`src/rtl/irq_accept_pkg.sv`:
```
package irq_accept_pkg;

  typedef enum logic [2:0] {
    SEL_FLAG_SET = 3'd0,
    SEL_FLAG_CLR = 3'd1,
    SEL_EN       = 3'd2,
    SEL_DBG_EN   = 3'd3,
    SEL_MASK     = 3'd4,
    SEL_PROT     = 3'd5
  } wr_sel_e;

  // Position of the lowest set bit in a vector of up to 32 lines.
  function automatic logic [4:0] first_set(input logic [31:0] v);
    logic [4:0] pos;
    pos = '0;
    for (int i = 31; i >= 0; i--) begin
      if (v[i]) pos = 5'(i);
    end
    return pos;
  endfunction

  // Lines allowed to interrupt given enables, debug state and mask.
  function automatic logic [31:0] qualify(input logic [31:0] flag,
                                          input logic [31:0] en,
                                          input logic [31:0] dbg_en,
                                          input logic        dbg_mode,
                                          input logic        mask);
    logic [31:0] allow;
    allow = en | (dbg_mode ? dbg_en : 32'd0);
    return mask ? 32'd0 : (flag & allow);
  endfunction

endpackage

```
`src/rtl/irq_arbiter.sv`:
```
module irq_arbiter #(
  parameter int N_LINES = 12,
  parameter int IDX_W   = 4
) (
  input  logic [N_LINES-1:0] flag_i,
  input  logic [N_LINES-1:0] en_i,
  input  logic [N_LINES-1:0] dbg_en_i,
  input  logic               dbg_mode_i,
  input  logic               mask_i,
  output logic [N_LINES-1:0] elig_o,
  output logic               any_o,
  output logic [IDX_W-1:0]   idx_o,
  output logic [N_LINES-1:0] acc_o
);
  import irq_accept_pkg::*;

  logic [31:0] elig_w;

  always_comb begin
    elig_w = qualify(32'(flag_i), 32'(en_i), 32'(dbg_en_i), dbg_mode_i, mask_i);
    elig_o = elig_w[N_LINES-1:0];
    any_o  = |elig_o;
    idx_o  = IDX_W'(first_set(elig_w));
    acc_o  = any_o ? (N_LINES'(1) << idx_o) : '0;
  end

endmodule

```
`src/rtl/irq_flag_reg.sv`:
```
module irq_flag_reg #(
  parameter int N_LINES = 12
) (
  input  logic               clk,
  input  logic               rst_n,
  input  logic [N_LINES-1:0] pulse_i,
  input  logic [N_LINES-1:0] set_i,
  input  logic [N_LINES-1:0] clr_i,
  input  logic [N_LINES-1:0] acc_i,
  output logic [N_LINES-1:0] flag_o
);

  always_ff @(posedge clk or negedge rst_n) begin
    if (!rst_n) flag_o <= '0;
    else        flag_o <= ((flag_o | set_i) & ~clr_i & ~acc_i) | pulse_i;
  end

endmodule

```
`src/rtl/irq_ctrl_regs.sv`:
```
module irq_ctrl_regs #(
  parameter int N_LINES = 12
) (
  input  logic               clk,
  input  logic               rst_n,
  input  logic               wr_en_i,
  input  logic [2:0]         wr_sel_i,
  input  logic [N_LINES-1:0] wr_data_i,
  input  logic               take_i,
  input  logic [N_LINES-1:0] acc_i,
  output logic [N_LINES-1:0] en_o,
  output logic [N_LINES-1:0] dbg_en_o,
  output logic               mask_o,
  output logic               prot_o
);
  import irq_accept_pkg::*;

  logic wr_en_sel, wr_dbg_sel, wr_mask_sel, wr_prot_sel;

  always_comb begin
    wr_en_sel   = wr_en_i && (wr_sel_i == SEL_EN);
    wr_dbg_sel  = wr_en_i && (wr_sel_i == SEL_DBG_EN);
    wr_mask_sel = wr_en_i && (wr_sel_i == SEL_MASK);
    wr_prot_sel = wr_en_i && (wr_sel_i == SEL_PROT);
  end

  always_ff @(posedge clk or negedge rst_n) begin
    if (!rst_n) begin
      en_o     <= '0;
      dbg_en_o <= '0;
      mask_o   <= 1'b1;
      prot_o   <= 1'b0;
    end else begin
      en_o <= (wr_en_sel ? wr_data_i : en_o) & ~acc_i;
      if (wr_dbg_sel) dbg_en_o <= wr_data_i;
      if (take_i)           mask_o <= 1'b1;
      else if (wr_mask_sel) mask_o <= wr_data_i[0];
      if (take_i)           prot_o <= 1'b0;
      else if (wr_prot_sel) prot_o <= wr_data_i[0];
    end
  end

endmodule

```
`src/rtl/irq_accept.sv`:
```
module irq_accept #(
  parameter int N_LINES = 12,
  parameter int IDX_W   = $clog2(N_LINES)
) (
  input  logic               clk,
  input  logic               rst_n,
  input  logic [N_LINES-1:0] req_pulse_i,
  input  logic               wr_en_i,
  input  logic [2:0]         wr_sel_i,
  input  logic [N_LINES-1:0] wr_data_i,
  input  logic               dbg_mode_i,
  output logic               take_o,
  output logic [IDX_W-1:0]   take_idx_o,
  output logic               vec_req_o,
  output logic [IDX_W-1:0]   vec_idx_o,
  output logic [N_LINES-1:0] flag_o,
  output logic [N_LINES-1:0] en_o,
  output logic [N_LINES-1:0] dbg_en_o,
  output logic               mask_o,
  output logic               prot_we_o
);
  import irq_accept_pkg::*;

  // Internal events, named so the checker can see them.
  logic [N_LINES-1:0] elig_w;
  logic               any_w;
  logic [IDX_W-1:0]   idx_w;
  logic [N_LINES-1:0] acc_w;
  logic [N_LINES-1:0] flag_set_w, flag_clr_w;

  always_comb begin
    flag_set_w = (wr_en_i && wr_sel_i == SEL_FLAG_SET) ? wr_data_i : '0;
    flag_clr_w = (wr_en_i && wr_sel_i == SEL_FLAG_CLR) ? wr_data_i : '0;
  end

  irq_arbiter #(.N_LINES(N_LINES), .IDX_W(IDX_W)) u_arb (
    .flag_i     (flag_o),
    .en_i       (en_o),
    .dbg_en_i   (dbg_en_o),
    .dbg_mode_i (dbg_mode_i),
    .mask_i     (mask_o),
    .elig_o     (elig_w),
    .any_o      (any_w),
    .idx_o      (idx_w),
    .acc_o      (acc_w)
  );

  irq_flag_reg #(.N_LINES(N_LINES)) u_flags (
    .clk     (clk),
    .rst_n   (rst_n),
    .pulse_i (req_pulse_i),
    .set_i   (flag_set_w),
    .clr_i   (flag_clr_w),
    .acc_i   (acc_w),
    .flag_o  (flag_o)
  );

  irq_ctrl_regs #(.N_LINES(N_LINES)) u_ctrl (
    .clk       (clk),
    .rst_n     (rst_n),
    .wr_en_i   (wr_en_i),
    .wr_sel_i  (wr_sel_i),
    .wr_data_i (wr_data_i),
    .take_i    (any_w),
    .acc_i     (acc_w),
    .en_o      (en_o),
    .dbg_en_o  (dbg_en_o),
    .mask_o    (mask_o),
    .prot_o    (prot_we_o)
  );

  always_ff @(posedge clk or negedge rst_n) begin
    if (!rst_n) begin
      take_o     <= 1'b0;
      take_idx_o <= '0;
      vec_req_o  <= 1'b0;
      vec_idx_o  <= '0;
    end else begin
      take_o     <= any_w;
      take_idx_o <= idx_w;
      vec_req_o  <= take_o;
      vec_idx_o  <= take_idx_o;
    end
  end

endmodule

```
`config.mk`:
```
export PLATFORM = sky130hd
export DESIGN_NAME = irq_accept
export DESIGN_NICKNAME = d
export VERILOG_FILES = /design/src/rtl/irq_accept_pkg.sv /design/src/rtl/irq_arbiter.sv /design/src/rtl/irq_flag_reg.sv /design/src/rtl/irq_ctrl_regs.sv /design/src/rtl/irq_accept.sv
export SDC_FILE = /design/constraint.sdc
export NUM_CORES = 1
export LEC_CHECK = 0
export BUFFER_PORTS_ARGS = -buffer_cell sky130_fd_sc_hd__buf_2
export CAP_MARGIN = 20
export CORE_MARGIN = 3
export CORE_UTILIZATION = 40
export CTS_CLUSTER_DIAMETER = 30
export DETAILED_ROUTE_END_ITERATION = 12
export GPL_TIMING_DRIVEN = 1
export PLACE_DENSITY = 0.61
export SLEW_MARGIN = 10
export SYNTH_ARGS = -nofsm -noshare
export SYNTH_HDL_FRONTEND = slang
export SYNTH_HIERARCHICAL = 1
export SYNTH_SLANG_ARGS = --single-unit
```
`constraint.sdc`:
```
create_clock -name clk -period 5.3 [get_ports clk]
set_input_delay 0.265 -clock clk [delete_from_list [all_inputs] [get_ports clk]]
set_output_delay 0.265 -clock clk [all_outputs]
set_load 0.005 [all_outputs]
```
==> reports/results.ini, run 1 <==
[run_status]
status = completed

[sta]
setup_ws_ns = 2.78
setup_viol = 0
fin_crit_sh = 0.475
hold_violations = 0
slew_violations = 0
clock_skew_ns = 0.00545
fin_tns_setup_ns = 0
fmax_ghz = 0.397
maxSlewHeadroom = 0.531
worst_pin_slew_ns = 0.704
whs_ns = 0.158
period_minus_slack_ns = 2.52
rsz0062_at_grt = no

[detailed_routing]
drt-initial-drc-count = 74
first_pass_iters = 4
vias = 2173
route.detailed.drc = 0
wirelength_um = 6710
post_drt_wl_per_cell_um = 16.1
drt-vias-per-instance = 5.22
ant_nets = 0

[floorplanning]
core-area_um2 = 6530
die_w_um = 89.4
io_pins = 79
die_y_um = 89.4
die-area_um2 = 7990
num_rows = 29
start_util = 0.426

[setup_path]
cp-end-kind = flip-flop
crit_chain = or3b_1 -> inv_1 -> nor4_4 -> nand3b_1 -> nor3b_1 -> nand2b_1 -> mux2i_1
cpMaxStageDelayCell = dfstp_2
crit_fanout = 19
worstPathArrival_ns = 2.69
rr_endpoint = u_ctrl/en_o[10]$_DFF_PN0_
r2r_slack_ns = 2.78
rr_startpoint = u_ctrl/mask_o$_DFFE_PN1P_
worst-setup-path-type = reg2reg
r2r_cells = 7
required_ns = 5.47
start_kind = flip-flop
critPathMaxStageDelay_ns = 0.75

[placed_design]
pre_cts_ws_ns = 2.77
placed_cell_area_um2 = 3210
port_buffers = 78
place.detailed.hpwl_um = 5080
placed_cells = 407
place.gp.congestion = 0.903

[layout]
nets = 369
num_antenna_cells = 0
final_area_um2 = 3310
area_growth_pct = 19.1
stdcell_count = 416
utilization = 0.507
drive_gt1_frac = 0.401

[clock_network]
cts.sinks = 48
post_cts_buffers = 0
root_buffer = clkbuf_8
htreeDepth = 2
numCtsBuffers = 5
clockBufferDepth = 2
insertion_delay_ns = 0.29
clk_pin_slew_worst_paths_ns = 0.09
cts_tree = built

[global_routing]
antenna_found_initial = 0
grt_use_total = 0.179
grt_max_degree = 27
grt_pass1_vias = 2126
grt_overflow_total = 0
grt_first_pass_wirelength_um = 10900

[min_path]
hold_end = u_flags/flag_o[3]$_DFF_PN0_
hp-class = in2reg
hold_depth = 3
worstHoldStart = req_pulse_i[3]

[power]
power_density_nw_per_um2 = 377
power_mw = 1.25
power.leakage_nw = 1.60
ir_drop_uv = 156

[yosys]
ys_warn_count = 6
syn_area_um2 = 2780
syn_nets = 289
avgSynthCellArea_um2 = 10.8
synth_cells = 258

[flow_run]
drv_cap = 0

==> final cells by class <==
cell class | count | area, um^2
Timing Repair Buffer | 80 | 420
Fill cell | 632 | 3220
Clock buffer | 8 | 90.1
Sequential cell | 48 | 1200
Multi-Input combinational cell | 182 | 1430
Inverter | 21 | 78.8
Tap cell | 77 | 96.3
==> cells in the final DEF, fill, tap and decap left out, drive strengths merged, types with 3 or more instances in the layout <==
master  count
nor3        6
dfrtp      47
inv        21
nor4        3
nor2       44
mux2       12
o31ai      12
and4bb      3
clkbuf      8
a21oi      11
nand2b     38
or3b        3
buf        79
mux2i      14
nor3b       6
nand3b      4
==> layer usage <==
metal,track usage,vias to the layer above,share of wire
li1,-,1063,-
met1,0.254,1042,0.48
met2,0.277,64,0.45
met3,0.0396,4,0.055
met4,0.0501,0,0.0075
met5,0,-,0
==> where the power goes <==
part / switching, mW / internal (mW) / leakage [nW] / total [mW]
Clock: 0.117 / 0.107 / 0.0455 / 0.224
Sequential: 0.0846 / 0.474 / 0.559 / 0.559
Combinational: 0.236 / 0.230 / 0.996 / 0.466
Total: 0.438 / 0.811 / 1.60 / 1.25
==> worst max path at each step <==
stage                     slack (ns)                 startpoint                         to
after CTS                       2.75  u_ctrl/mask_o$_DFFE_PN1P_  u_ctrl/en_o[10]$_DFF_PN0_
after detailed placement        2.77  u_ctrl/mask_o$_DFFE_PN1P_  u_ctrl/en_o[10]$_DFF_PN0_
after global routing            2.61  u_ctrl/mask_o$_DFFE_PN1P_  u_ctrl/en_o[10]$_DFF_PN0_
after global placement          2.88  u_ctrl/mask_o$_DFFE_PN1P_  u_ctrl/en_o[10]$_DFF_PN0_
after floorplan                 3.24  u_ctrl/mask_o$_DFFE_PN1P_  u_ctrl/en_o[10]$_DFF_PN0_
final                           2.78  u_ctrl/mask_o$_DFFE_PN1P_  u_ctrl/en_o[10]$_DFF_PN0_
==> repair_timing <==
item,in CTS,in global routing
setup endpoints to repair,0,0
gates resized for setup,0,0
hold buffers,1,0
hold endpoints to repair,22,0
==> flip-flops by register name, summed over array words and instances, names as in the netlist <==
register and count:
u_ctrl/mask_o 1, vec_idx_o 4, u_ctrl/en_o 12, vec_req_o 1, u_ctrl/prot_o 1, u_ctrl/dbg_en_o 12, take_o 1, take_idx_o 4
u_flags/flag_o 12
==> worst max-delay path: cells and delay by family (launching register included) <==
kind | cells | cell delay, ns
buffers and inverters | 1 | 0.12
DFF | 1 | 0.75
muxes | 1 | 0.06
and+or+nand+nor | 5 | 1.47
Power figures use the tool's default switching activity.
==> inputs of run 2 (changes only) <==
clock period = 2.35 ns   (was 5.3 ns; I/O delays follow)
==> run 2 against run 1 <==
Wire length is 8.8% higher. Worst hold slack worse by 0.16 ns. Clock power is 130% higher. Sequential cell count stayed put. Global-route usage is 0.82 points higher. Sequential power is 130% higher. Clock-buffer cell count is 2 lower.
==> reports/results.ini, run 2 (same netlist as run 1, synthesis figures left out) <==
[run_status]
status = completed

[sta]
period_minus_slack_ns = 2.30  ; -0.220 ns
maxSlewHeadroom = 0.458  ; -0.0728
fin_crit_sh = 0.977  ; +0.502
slew_violations = 0  ; unchanged
setup_ws_ns = 0.0532  ; -2.73 ns
clock_skew_ns = 0.00448  ; -0.000965 ns
fin_tns_setup_ns = 0  ; unchanged
hold_violations = 0  ; unchanged
worst_pin_slew_ns = 0.813  ; +0.109 ns
fmax_ghz = 0.435  ; +9.6%
whs_ns = 0.00256  ; -0.155 ns
setup_viol = 0  ; unchanged

[floorplanning]
num_rows = 29  ; unchanged
die-area_um2 = 7990  ; unchanged
die_y_um = 89.4  ; unchanged
start_util = 0.426  ; unchanged
io_pins = 79  ; unchanged
core-area_um2 = 6530  ; unchanged
die_w_um = 89.4  ; unchanged

[layout]
nets = 383  ; +3.8%
drive_gt1_frac = 0.431  ; +0.0294
num_antenna_cells = 0  ; unchanged
most-common-layout-cells = buf_2 (78), dfrtp_1 (47), nand2b_1 (38), nor2_1 (34), inv_1 (21)
top_regs = u_ctrl/dbg_en_o: 12 flops, u_ctrl/en_o: 12 flops, u_flags/flag_o: 12 flops
final_common_cell = buf_2
area_growth_pct = 24.1

[detailed_routing]
route.detailed.drc = 0  ; unchanged
wirelength_um = 7300  ; +8.8%
ant_nets = 0  ; unchanged
post_drt_wl_per_cell_um = 17.0  ; +5.2%
first_pass_iters = 4  ; unchanged
drt-vias-per-instance = 5.27  ; +0.80%
drt-initial-drc-count = 107  ; +45%
vias = 2264  ; +4.2%

[setup_path]
cpMaxStageDelayCell = dfstp_4
crit_fanout = 11  ; -8
crit_chain = or3b_1 -> buf_4 -> a311o_1 -> a21oi_2 -> buf_4 -> nor3_1 -> buf_4 -> nand2b_1 -> mux2i_1
critPathMaxStageDelay_ns = 0.52  ; -0.23 ns
start_kind = flip-flop
cpLargestDelayFamily = simple AND/OR/NAND/NOR gates
critPathBufInv = 3  ; +2
worstPathArrival_ns = 2.53  ; -0.16 ns
worst_path_most_repeated_cell = buf_4
cp-end-kind = flip-flop
required_ns = 2.58  ; -2.89 ns
worst-setup-path-type = reg2reg

[placed_design]
place.gp.congestion = 0.946  ; +4.7%
place.detailed.hpwl_um = 5260  ; +3.5%
port_buffers = 78  ; unchanged
pre_cts_ws_ns = 0.0432  ; -2.73 ns

[clock_network]
insertion_delay_ns = 0.30  ; about the same
clk_pin_slew_worst_paths_ns = 0.09  ; about the same
cts_tree = built
cts.sinks = 48  ; unchanged
htreeDepth = 2  ; unchanged
clockBufferDepth = 2  ; unchanged
root_buffer = clkbuf_8
numCtsBuffers = 5  ; unchanged

[global_routing]
grt_pass1_vias = 2208  ; +3.9%
grt_max_degree = 30  ; +11%
grt_use_total = 0.188  ; +0.00822
grt_overflow_total = 0  ; unchanged
antenna_found_initial = 0  ; unchanged
grt_first_pass_wirelength_um = 11500  ; +6.0%

[power]
power_mw = 2.96  ; +140%
ir_drop_uv = 319  ; +110%
power_density_nw_per_um2 = 858  ; +130%
power.leakage_nw = 1.67  ; +4.5%

[flow_run]
drv_cap = 0  ; unchanged

[min_path]
hp-class = in2reg

## run 2: routing by layer
layer	up-vias	track usage	wire length, um
met1	1116	0.260	3490
met3	5	0.0387	331
met2	56	0.303	3420
li1	1087	-	-
met4	0	0.0406	59
met5	-	0	0
## run 2: path summary, 6_finish.rpt
path	startpoint	endpoint	slack, ns	cells past startpoint
max in group asynchronous	rst_n	u_ctrl/mask_o$_DFFE_PN1P_	1.29	3
min	req_pulse_i[3]	u_flags/flag_o[3]$_DFF_PN0_	0.003	3
max reg2reg	u_ctrl/mask_o$_DFFE_PN1P_	u_ctrl/en_o[8]$_DFF_PN0_	0.05	9
min in group asynchronous	rst_n	vec_idx_o[1]$_DFF_PN0_	0.38	2
max	u_ctrl/mask_o$_DFFE_PN1P_	u_ctrl/en_o[8]$_DFF_PN0_	0.05	9
min reg2reg	take_idx_o[0]$_DFF_PN0_	vec_idx_o[0]$_DFF_PN0_	0.38	0
## run 2: worst min-delay path: cells and delay by family
kind | cells | cell delay (ns)
buffers and inverters | 2 | 0.11
AO/OA/AOI/OAI | 1 | 0.05
## run 2: layout make-up
| type | instances | area [um^2] |
|---|---|---|
| Sequential cell | 48 | 1210 |
| Multi-Input combinational cell | 182 | 1460 |
| Inverter | 21 | 78.8 |
| Clock inverter | 2 | 10.0 |
| Tap cell | 77 | 96.3 |
| Fill cell | 606 | 3080 |
| Clock buffer | 6 | 82.6 |
| Timing Repair Buffer | 94 | 523 |
## run 2: stage by stage
step | cell area [um^2] | instances | utilization
global placement | 3270 | 416 | 0.500
global route | 3450 | 430 | 0.529
CTS | 3410 | 429 | 0.523
detailed placement | 3270 | 416 | 0.500
floorplan | 2780 | 258 | -
finish | 3450 | 430 | 0.529
## run 2: report_power, final
group	total [mW]	internal, mW	switching (mW)
Clock	0.524	0.236	0.288
Sequential	1.26	1.07	0.191
Combinational	1.17	0.590	0.584
Total	2.96	1.90	1.06
## run 2: repair_timing
action                                  in CTS  in global routing
endpoints found under the hold margin       31                  0
pin swaps                                    0                  0
endpoints found under the setup margin       1                  5
buffers inserted                             0                  1
hold buffers                                 5                  0
gates resized for setup                      1                  5
cloned                                       0                  0
